`src/rtl/sdram_seq_pkg.sv`:
```
package sdram_seq_pkg;

  // {ras_n, cas_n, we_n}
  typedef enum logic [2:0] {
    CMD_NOP = 3'b111,
    CMD_ACT = 3'b011,
    CMD_RD  = 3'b101,
    CMD_PRE = 3'b010
  } cmd_e;

  typedef enum logic {
    ST_CLOSED = 1'b0,
    ST_OPEN   = 1'b1
  } row_st_e;

  localparam int unsigned NT    = 6;
  localparam int unsigned T_CR  = 0; // any command to next command
  localparam int unsigned T_RCD = 1; // activate to read
  localparam int unsigned T_RAS = 2; // activate to precharge
  localparam int unsigned T_RP  = 3; // precharge to activate
  localparam int unsigned T_RR  = 4; // read to read
  localparam int unsigned T_RTP = 5; // read to precharge (burst drained)

  function automatic logic [3:0] bl_words(input logic [1:0] code);
    case (code)
      2'd0:    return 4'd2;
      2'd1:    return 4'd4;
      default: return 4'd8;
    endcase
  endfunction

endpackage

```
`src/rtl/sdram_seq_timer.sv`:
```
module sdram_seq_timer #(
  parameter int unsigned W = 5
) (
  input  logic         clk_i,
  input  logic         rst_ni,
  input  logic         load_i,
  input  logic [W-1:0] val_i,
  output logic         ok_o
);

  logic [W-1:0] cnt_q;

  always_ff @(posedge clk_i or negedge rst_ni) begin
    if (!rst_ni) begin
      cnt_q <= '0;
    end else if (load_i && val_i != '0) begin
      cnt_q <= val_i - W'(1);
    end else if (cnt_q != '0) begin
      cnt_q <= cnt_q - W'(1);
    end
  end

  // ok at the edge val_i clocks after the load edge
  assign ok_o = (cnt_q == '0);

endmodule

```
`src/rtl/sdram_seq_capture.sv`:
```
module sdram_seq_capture #(
  parameter int unsigned D_W  = 16,
  parameter int unsigned CL_W = 2,
  parameter int unsigned BL_W = 4
) (
  input  logic            clk_i,
  input  logic            rst_ni,
  input  logic            start_i,
  input  logic [BL_W-1:0] bl_i,
  input  logic [CL_W-1:0] cl_i,
  input  logic [D_W-1:0]  dq_i,
  output logic            vld_o,
  output logic [D_W-1:0]  data_o
);

  localparam int unsigned SH_D = 2 ** CL_W;

  logic [BL_W-1:0] left_q;
  logic [SH_D-1:0] sh_q;
  logic [CL_W-1:0] tap_idx;
  logic            tap;

  // command reaches the device one edge after start; word 0 at that edge + CL
  assign tap_idx = cl_i - CL_W'(1);
  assign tap     = sh_q[tap_idx];

  always_ff @(posedge clk_i or negedge rst_ni) begin
    if (!rst_ni) begin
      left_q <= '0;
      sh_q   <= '0;
      vld_o  <= 1'b0;
      data_o <= '0;
    end else begin
      if (start_i) begin
        left_q <= bl_i;
      end else if (left_q != '0) begin
        left_q <= left_q - BL_W'(1);
      end
      sh_q  <= {sh_q[SH_D-2:0], left_q != '0};
      vld_o <= tap;
      if (tap) begin
        data_o <= dq_i;
      end
    end
  end

endmodule

```
`src/rtl/sdram_seq_cmd.sv`:
```
module sdram_seq_cmd
  import sdram_seq_pkg::*;
#(
  parameter int unsigned A_W = 12
) (
  input  logic           clk_i,
  input  logic           rst_ni,
  input  cmd_e           cmd_i,
  input  logic [A_W-1:0] addr_i,
  output logic           ras_n_o,
  output logic           cas_n_o,
  output logic           we_n_o,
  output logic [A_W-1:0] addr_o
);

  always_ff @(posedge clk_i or negedge rst_ni) begin
    if (!rst_ni) begin
      {ras_n_o, cas_n_o, we_n_o} <= 3'b111;
      addr_o                     <= '0;
    end else begin
      {ras_n_o, cas_n_o, we_n_o} <= cmd_i;
      addr_o                     <= addr_i;
    end
  end

endmodule

```
`src/rtl/sdram_seq.sv`:
```
module sdram_seq
  import sdram_seq_pkg::*;
#(
  parameter int unsigned ROW_W = 12,
  parameter int unsigned COL_W = 9,
  parameter int unsigned D_W   = 16,
  parameter int unsigned TIM_W = 5,
  localparam int unsigned A_W  = (ROW_W > COL_W) ? ROW_W : COL_W
) (
  input  logic             clk_i,
  input  logic             rst_ni,
  input  logic [1:0]       cfg_cl_i,
  input  logic             cfg_cr2_i,
  input  logic [TIM_W-1:0] cfg_trcd_i,
  input  logic [TIM_W-1:0] cfg_trp_i,
  input  logic [TIM_W-1:0] cfg_tras_i,
  input  logic             req_valid_i,
  output logic             req_ready_o,
  input  logic [ROW_W-1:0] req_row_i,
  input  logic [COL_W-1:0] req_col_i,
  input  logic [1:0]       req_bl_i,
  output logic [A_W-1:0]   sd_addr_o,
  output logic             sd_ras_n_o,
  output logic             sd_cas_n_o,
  output logic             sd_we_n_o,
  input  logic [D_W-1:0]   sd_dq_i,
  output logic             rd_valid_o,
  output logic [D_W-1:0]   rd_data_o
);

  localparam int unsigned CL_W = 2;
  localparam int unsigned BL_W = 4;

  // latched timing
  logic             lock_q;
  logic [CL_W-1:0]  cl_q;
  logic             cfg_cr2_q;
  logic [TIM_W-1:0] trcd_q, trp_q, tras_q;

  // held request
  logic             pend_v_q;
  logic [ROW_W-1:0] pend_row_q;
  logic [COL_W-1:0] pend_col_q;
  logic [1:0]       pend_bl_q;

  row_st_e          st_q;
  logic [ROW_W-1:0] open_row_q;

  cmd_e             cmd_n;
  logic [A_W-1:0]   addr_n;
  logic [BL_W-1:0]  pend_words;

  logic [NT-1:0]    t_load, t_ok;
  logic [TIM_W-1:0] t_val [NT];

  function automatic logic [TIM_W-1:0] at_least_one(input logic [TIM_W-1:0] v);
    return (v == '0) ? TIM_W'(1) : v;
  endfunction

  always_ff @(posedge clk_i or negedge rst_ni) begin
    if (!rst_ni) begin
      lock_q    <= 1'b0;
      cl_q      <= '0;
      cfg_cr2_q <= 1'b0;
      trcd_q    <= '0;
      trp_q     <= '0;
      tras_q    <= '0;
    end else if (!lock_q) begin
      lock_q    <= 1'b1;
      cl_q      <= (cfg_cl_i == 2'd3) ? 2'd3 : 2'd2;
      cfg_cr2_q <= cfg_cr2_i;
      trcd_q    <= at_least_one(cfg_trcd_i);
      trp_q     <= at_least_one(cfg_trp_i);
      tras_q    <= at_least_one(cfg_tras_i);
    end
  end

  assign req_ready_o = lock_q && !pend_v_q;
  assign pend_words  = bl_words(pend_bl_q);

  // command selection
  always_comb begin
    cmd_n  = CMD_NOP;
    addr_n = '0;
    if (lock_q && pend_v_q && t_ok[T_CR]) begin
      if (st_q == ST_CLOSED) begin
        if (t_ok[T_RP]) begin
          cmd_n  = CMD_ACT;
          addr_n = A_W'(pend_row_q);
        end
      end else if (pend_row_q == open_row_q) begin
        if (t_ok[T_RCD] && t_ok[T_RR]) begin
          cmd_n  = CMD_RD;
          addr_n = A_W'(pend_col_q);
        end
      end else if (t_ok[T_RAS] && t_ok[T_RTP]) begin
        cmd_n = CMD_PRE;
      end
    end
  end

  always_comb begin
    t_load         = '0;
    t_load[T_CR]   = (cmd_n != CMD_NOP);
    t_load[T_RCD]  = (cmd_n == CMD_ACT);
    t_load[T_RAS]  = (cmd_n == CMD_ACT);
    t_load[T_RP]   = (cmd_n == CMD_PRE);
    t_load[T_RR]   = (cmd_n == CMD_RD);
    t_load[T_RTP]  = (cmd_n == CMD_RD);
    t_val[T_CR]    = cfg_cr2_q ? TIM_W'(2) : TIM_W'(1);
    t_val[T_RCD]   = trcd_q;
    t_val[T_RAS]   = tras_q;
    t_val[T_RP]    = trp_q;
    t_val[T_RR]    = TIM_W'(pend_words);
    t_val[T_RTP]   = TIM_W'(cl_q) + TIM_W'(pend_words);
  end

  for (genvar g = 0; g < NT; g++) begin : g_tmr
    sdram_seq_timer #(.W(TIM_W)) u_tmr (
      .clk_i  (clk_i),
      .rst_ni (rst_ni),
      .load_i (t_load[g]),
      .val_i  (t_val[g]),
      .ok_o   (t_ok[g])
    );
  end

  always_ff @(posedge clk_i or negedge rst_ni) begin
    if (!rst_ni) begin
      pend_v_q   <= 1'b0;
      pend_row_q <= '0;
      pend_col_q <= '0;
      pend_bl_q  <= '0;
      st_q       <= ST_CLOSED;
      open_row_q <= '0;
    end else begin
      if (cmd_n == CMD_RD) begin
        pend_v_q <= 1'b0;
      end else if (req_valid_i && req_ready_o) begin
        pend_v_q   <= 1'b1;
        pend_row_q <= req_row_i;
        pend_col_q <= req_col_i;
        pend_bl_q  <= req_bl_i;
      end
      if (cmd_n == CMD_ACT) begin
        st_q       <= ST_OPEN;
        open_row_q <= pend_row_q;
      end else if (cmd_n == CMD_PRE) begin
        st_q <= ST_CLOSED;
      end
    end
  end

  sdram_seq_cmd #(.A_W(A_W)) u_cmd (
    .clk_i   (clk_i),
    .rst_ni  (rst_ni),
    .cmd_i   (cmd_n),
    .addr_i  (addr_n),
    .ras_n_o (sd_ras_n_o),
    .cas_n_o (sd_cas_n_o),
    .we_n_o  (sd_we_n_o),
    .addr_o  (sd_addr_o)
  );

  sdram_seq_capture #(.D_W(D_W), .CL_W(CL_W), .BL_W(BL_W)) u_cap (
    .clk_i   (clk_i),
    .rst_ni  (rst_ni),
    .start_i (cmd_n == CMD_RD),
    .bl_i    (pend_words),
    .cl_i    (cl_q),
    .dq_i    (sd_dq_i),
    .vld_o   (rd_valid_o),
    .data_o  (rd_data_o)
  );

endmodule

```
`config.mk`:
```
export PLATFORM = sky130hd
export DESIGN_NAME = sdram_seq
export DESIGN_NICKNAME = d
export VERILOG_FILES = /design/src/rtl/sdram_seq_pkg.sv /design/src/rtl/sdram_seq_timer.sv /design/src/rtl/sdram_seq_capture.sv /design/src/rtl/sdram_seq_cmd.sv /design/src/rtl/sdram_seq.sv
export SDC_FILE = /design/constraint.sdc
export NUM_CORES = 1
export LEC_CHECK = 0
export BUFFER_PORTS_ARGS = -buffer_cell sky130_fd_sc_hd__clkbuf_2
export CAP_MARGIN = 40
export CORE_MARGIN = 2
export CORE_UTILIZATION = 50
export DETAILED_ROUTE_END_ITERATION = 8
export PLACE_DENSITY = 0.72
export REMOVE_ABC_BUFFERS = 1
export SLEW_MARGIN = 15
export SYNTH_ARGS = -nofsm -noshare
export SYNTH_HDL_FRONTEND = slang
export SYNTH_SLANG_ARGS = --single-unit
```
`constraint.sdc`:
```
create_clock -name clk_i -period 7.6 [get_ports clk_i]
set_clock_uncertainty 0.1 [all_clocks]
set_input_delay 0.76 -clock clk_i [delete_from_list [all_inputs] [get_ports clk_i]]
set_output_delay 0.76 -clock clk_i [all_outputs]
set_load 0.01 [all_outputs]
```
Word-level counts from Yosys, hierarchy flattened
Index checks and enable logic that the tools add are counted.
- flip-flop bits (word level): 126
- bits in latches: 0
- bits in writable memories: 0
- memory bits (read-only): 0
- input port bits: 60
- logic and storage cells: 133
- memories: 0
- add/sub/neg operators: 15
- multiply operators: 0
- div/mod/pow operators: 0
- order comparisons: 1
- equality and inequality tests: 7
- shift-type cells: 0
- mux-type cells: 37
- bitwise operators: 1
- reduce and logical (&&, ||, !) cells: 46
- operators with widths (kind ; count):
    2-to-1 mux 5 bit ; 15
    nonzero test 5 bit ; 12
    subtractor 5 x 1 -> 5 bit, second input constant ; 10
    logical NOT 5 bit ; 9
    2-to-1 mux 12 bit ; 3
    2-to-1 mux 9 bit ; 2
    nonzero test 2 bit ; 9
    2-to-1 mux 3 bit ; 5
    equality test 12 bit ; 1
    logical AND 1 bit ; 12
    2-to-1 mux 4 bit ; 2
    one-hot mux 4 bit (2 select lines) ; 1
    equality test 3 x 2 -> 1 bit, second input constant ; 2
    2-to-1 mux 1 bit ; 6
    adder 2 x 4 -> 5 bit ; 1
    subtractor 4 x 1 -> 5 bit, second input constant ; 1
    2-to-1 mux 2 bit ; 2
    nonzero test 4 bit ; 1
    subtractor 4 x 1 -> 4 bit, second input constant ; 1
    equality test 3 bit, second input constant ; 1
    less-than comparator 2 x 3 -> 1 bit, second input constant ; 1
    != test 3 bit, second input constant ; 1
    subtractor 2 x 1 -> 3 bit, second input constant ; 1
    binary-select mux 1 bit (select 2 bit) ; 1
    7 further kinds ; 7

Depth between registers and ports, before layout
- depth after elaboration: 9
- gate-level depth with buffers: 14

Hierarchy
Synthesis repeated with hierarchy kept, for this count alone.
- cells, all modules: 538
- area total of the unflattened synthesis: 6251.0 um2
- modules (own cells, without submodules) (module ; instances ; cells each ; area an instance (um2) ; seq. area each (um2)):
    sdram_seq ; 1 ; 182 ; 2438.6 ; 1401.3
    sdram_seq_timer ; 6 ; 46 ; 399.1 ; 125.1
    sdram_seq_capture ; 1 ; 65 ; 1038.5 ; 625.6
    sdram_seq_cmd ; 1 ; 15 ; 379.1 ; 379.1

Least setup slack after synthesis
OpenSTA, ideal clock, no wires.
- path type: register to register
- start point: reg g_tmr[0].u_tmr.cnt_q[0]
- end point: reg g_tmr[3].u_tmr.cnt_q[4]
- setup time: 127 ps
- arrival time: 3021 ps
- path slack: 4353 ps
- cell stages (with the launch flop): 15
- path buffers: 1
- clock period less this slack: 3247 ps
- cell sequence: dfrtp_1 -> inv_1 -> ha_1 -> or4b_4 -> nor2_4 -> and3_1 -> clkbuf_1 -> o311ai_1 -> mux2i_1 -> ha_1 -> inv_1 -> or3_1 -> a31o_2 -> a32oi_1 -> mux2i_1
- longest elaborated chain between the ends: 6
- RTL lines (element ; RTL line ; RTL):
    start, declared ; sdram_seq_timer.sv:11 ; logic [W-1:0] cnt_q;
    start signal, assigned ; sdram_seq_timer.sv:17 ; cnt_q <= val_i - W'(1);
    start signal, assigned ; sdram_seq_timer.sv:19 ; cnt_q <= cnt_q - W'(1);
    logical NOT 5 bit (*) ; sdram_seq_timer.sv:24 ; assign ok_o = (cnt_q == '0);
    logical AND 1 bit (*) ; sdram_seq.sv:85 ; if (lock_q && pend_v_q && t_ok[T_CR]) begin
    2-to-1 mux 3 bit (*) ; sdram_seq.sv:85 ;
    equality test 3 x 2 -> 1 bit (*) ; sdram_seq.sv:107 ; t_load[T_RP] = (cmd_n == CMD_PRE);
    logical AND 1 bit (*) ; sdram_seq_timer.sv:16 ; end else if (load_i && val_i != '0) begin
    2-to-1 mux 5 bit or nonzero test 2 bit (tied branches) ; -- ;
    end signal, assigned ; sdram_seq_timer.sv:17 ;
    end signal, assigned ; sdram_seq_timer.sv:19 ;
    end, declared ; sdram_seq_timer.sv:11 ;
Every way passes the cells marked *; elsewhere a longest branch is shown, timed or not.
A chain may end at the register's enable or synchronous reset.

Final worst setup path
- start point: reg g_tmr[0].u_tmr.cnt_q[0]
- end point: reg g_tmr[1].u_tmr.cnt_q[4]
- longest elaborated chain between the ends: 6
- RTL lines (element ; RTL line ; RTL):
    logical NOT 5 bit (*) ; sdram_seq_timer.sv:24 ;
    logical AND 1 bit (*) ; sdram_seq.sv:85 ;
    2-to-1 mux 3 bit (*) ; sdram_seq.sv:85 ;
    equality test 3 x 2 -> 1 bit (*) ; sdram_seq.sv:105 ; t_load[T_RCD] = (cmd_n == CMD_ACT);
    logical AND 1 bit (*) ; sdram_seq_timer.sv:16 ;
    2-to-1 mux 5 bit or nonzero test 2 bit (tied branches) ; -- ;
    end signal, assigned ; sdram_seq_timer.sv:17 ;
    end signal, assigned ; sdram_seq_timer.sv:19 ;
    end, declared ; sdram_seq_timer.sv:11 ;
Marked as above.

==> impl_summary.txt <==
----------------------------------------------------
[Status]
  Result of the run ... completed

[GRT]
  Global-route wire length before repair ... 19.34 mm
  Met2 track demand over resource in global routing ... 32.39%
  Met1 Usage GRT ... 23.90%
  Global-route layer with the greatest usage ... met2
  Maximum number of pins on one net before global-route repair ... 62
  Initial antenna violation count ... 0
  All-layer global routing usage ... 19.66%
  Overall overflow remaining after global route ... 0
  Vias in the first global route ... 4,127
  GRT met3 Usage ... 6.915%

[Critical path]
  Kind of cell adding the most delay to the critical path ... simple AND/OR/NAND/NOR gates
  Worst reg-to-reg setup slack ... 3680 ps
  Crit path kind ... flip-flop to flip-flop
  Worst Setup End Kind ... flip-flop
  Critical Path Source Type ... flip-flop
  Worst-path cell with the longest stage delay ... and4_1
  Required @ worst endpoint ... 7780 ps
  Worst endpoint data arrival time ... 4090 ps
  Crit path cell chain ... inv_1, ha_1, nor4b_2, and4_1, nand2b_1, mux2i_1, ha_1, a21boi_0, nor3b_1, mux2i_1, a21oi_1
  Slowest Stage Delay on Critical Path ... 850 ps
  CP Buf/Inv Count ... 1
  Worst Path Max Fanout ... 24

[Placed design]
  RD Place Congestion ... 0.8593
  I/O Buffers ... 92
  HPWL after detailed placement ... roughly 7.7 mm

[Finish]
  Most frequent standard cell in the layout excluding fill and tap cells ... dfrtp_1
  Antenna fix cells ... 0
  Nets ... 664
  Area growth from synthesis to layout ... 20.69%
  Share of layout cells above drive strength 1 ... 31.47%
  Most used cells in the layout excluding fill and tap cells ... 123 x dfrtp_1, 91 x clkbuf_2, 58 x nand2_1

[STA]
  Final Max Slew Viols ... 0
  Slew of the pin with the lowest slew margin ... slightly below 900 ps
  Slew margin rel. ... 41.23%
  Worst-case hold slack ... 179.9 ps
  Final period util ... 51.53%
  Achievable clock frequency ... 0.2554 GHz
  Total negative slack ... 0 ps
  Setup-failing EPs final ... 0
  Setup repair after global routing missed its margin ... no
  Time the final worst path needs with I/O delays and setup ... 3916 ps
  Number of hold violations in the final report ... 0

[Die]
  Width of the die ... 110.5 µm
  Count of pins on the block boundary ... 93
  Full die area ... 12,200 µm²
  Area inside the core boundary ... 10,940 µm²
  Height of the die ... 110.5 µm
  Effective utilization at floorplan ... 51.82%
  Number of rows created at floorplan ... 38

[Synth]
  Fraction of synthesized cell area taken by the top area cell type ... between 50% and 60%
  Portion of the post-synthesis area used by sequential elements ... 55.71%
  Number of distinct library cell variants in the gate-level netlist after synthesis ... 53
  Synthesis Warnings ... 0
  Register bit count reported by yosys ... 126
  Fraction of registers with async set/reset ... 100.0%
  Leading post-synthesis cells by cell area ... dfrtp_1 54%, mux2_2 11%, nand2_1 3.8%
  Post-synth EDFFs ... 0
  Synthesized area per cell ... 11.36 µm²
  Post-Synthesis Cells ... ~500
  Post-Syn Area ... roughly 5700 µm²
  Dominant synthesized flop cell ... dfrtp_1
  Library cell with the largest summed area after synthesis ... dfrtp_1

[Power and ir drop]
  Share of total power in combinational logic ... 25.2%
  Max IR drop VDD ... 0.1879 mV
  Net switching power ... 0.6977 mW
  Leakage power ... 3.329 nW
  Fraction of power spent switching nets ... 29.75%
  Power share of the sequential group ... 42.4%
  Total power per unit cell area ... 342.9 nW/µm²
  Int Pwr ... 1.648 mW
  Clock network power share ... 32.4%

[Routing]
  Detailed-route vias per instance ... about 5.3
  Antenna viol nets, final ... 0
  Drt total wl ... 11.09 mm
  DRC marker count from the first detailed-route iteration ... 140
  Via count ... 3,943
  DRT Pass-1 Iters ... 4
  Number of remaining DRC errors ... 0
  Wire length per cell ... between 10 and 15 µm

[Clocking]
  Number of buffers inserted by hold repair at cts ... 0
  Htree depth ... 4
  Clock latency on the worst-skew pair ... 410 ps
  Buffer count from post-CTS setup fixing ... 0
  Master cell of the clock root buffer ... clkbuf_16
  Number of clock buffers inserted by TritonCTS ... 17
  Resized Gates After CTS ... 0
  TritonCTS clock tree ... done
  Clock-pin slew reported for the worst setup and hold paths after clock tree synthesis ... 50 ps
  TritonCTS sink count ... about 130
  CTS Buffer Depth ... 2

[Run]
  Max Cap Violations ... 0

[Hold path]
  Hold crit path type ... primary input to async pin

----------------------------------------------------
-- cell usage after synthesis (2+ instances only) --
cell      count
dfrtp_1     123
o41ai_1       2
nand3_1       6
or4_1         2
nand2_1      58
xor2_1       21
o21ai_0      10
nand2b_1      3
nor2_1       34
a21oi_1      21
o31a_1        2
nor3b_1       4
buf_1         5
mux2i_1      15
mux2_2       54
or3_1        12
dfstp_2       3
a31oi_1       2
o22ai_1       3
a21o_1        5
and2_1        4
a211oi_1      2
inv_1        17
a22oi_1       2
nor4_1        8
nor2b_1       4
ha_1          9
nor3_1       19
or2_2         4
o31ai_1       2
xnor2_1      10
clkbuf_1     12
-- registers in the layout, summed over array words and instances, names as in the netlist, 4 cells and up --
signal and count:
pend_col_q 9, u_cmd.addr_o 12, trp_q 5, pend_row_q 12, trcd_q 5, tras_q 5
open_row_q 12, u_cap.sh_q 4, u_cap.left_q 4, u_cap.data_o 16, g_tmr.u_tmr.cnt_q 30
-- cell families after synthesis --
kind of cell               share of synthesized area, %
and+or+nand+nor                                   14.71
DFF                                               55.71
adders and majority gates                         1.987
AOI/OAI and AO/OA                                 6.425
other                                           0.06618
xor gates and xnor gates                          4.791
buffers and inverters                             2.539
muxes                                             13.78
-- area by class of cell --
cell class / instances / area (µm²)
clock buffers: 24 / 471.7
multi-input cells: 337 / 2366
flip-flops and latches: 126 / 3157
clock inverters: 7 / 87.58
repair buffers: 96 / 518.0
well taps: 140 / 175.2
inverters: 17 / 63.81
fillers: 865 / 4096
-- path summary, 6_finish.rpt --
kind                            depth (start not counted)                       to                    start
min in group clk_i                                      0            u_cap.sh_q[3]            u_cap.sh_q[2]
max in group asynchronous                               3            u_cmd.ras_n_o                   rst_ni
worst max-delay path                                   11  g_tmr[1].u_tmr.cnt_q[4]  g_tmr[0].u_tmr.cnt_q[0]
worst min register to register                          0            u_cap.sh_q[3]            u_cap.sh_q[2]
worst max register to register                         11  g_tmr[1].u_tmr.cnt_q[4]  g_tmr[0].u_tmr.cnt_q[0]
worst min-delay path                                    1            pend_col_q[3]                   rst_ni
-- routing by layer --
layer | wire [µm] | vias to the layer above
li1 | - | 1927
met1 | 4837 | 1897
met2 | 5486 | 102
met3 | 572 | 17
met4 | 197 | 0
met5 | 0 | -
-- worst reg2reg max path: stages (launching register included) --
cell	delay [ps]
dfrtp_1	400
inv_1	100
ha_1	210
nor4b_2	450
and4_1	850
nand2b_1	370
mux2i_1	240
ha_1	200
a21boi_0	290
nor3b_1	300
mux2i_1	210
a21oi_1	80
-- power groups by stage --
stage          registers, mW  logic (mW)  clock network, mW
6_report               0.995       0.591              0.759
5_1_grt                 1.02       0.668              0.805
4_1_cts                0.992       0.601              0.778
3_5_place_dp           0.999       0.587                  0
3_3_place_gp           0.988       0.560                  0
2_1_floorplan          0.977       0.439                  0
-- stage by stage --
| step | cells | instance area [µm²] | setup WS (ps) | power [mW] | util (%) |
|---|---|---|---|---|---|
| floorplan | 480 | 5587 | 4375 | 1.416 | - |
| global placement | 713 | 6232 | 3885 | 1.549 | 56.99 |
| detailed placement | 716 | 6280 | 3773 | 1.587 | 57.43 |
| CTS | 747 | 6839 | 3705 | 2.371 | 62.54 |
| global route | 747 | 6839 | 3354 | 2.495 | 62.54 |
| finish | 747 | 6839 | 3684 | 2.345 | 62.54 |
No activity file was read; power rests on OpenSTA's default activity.
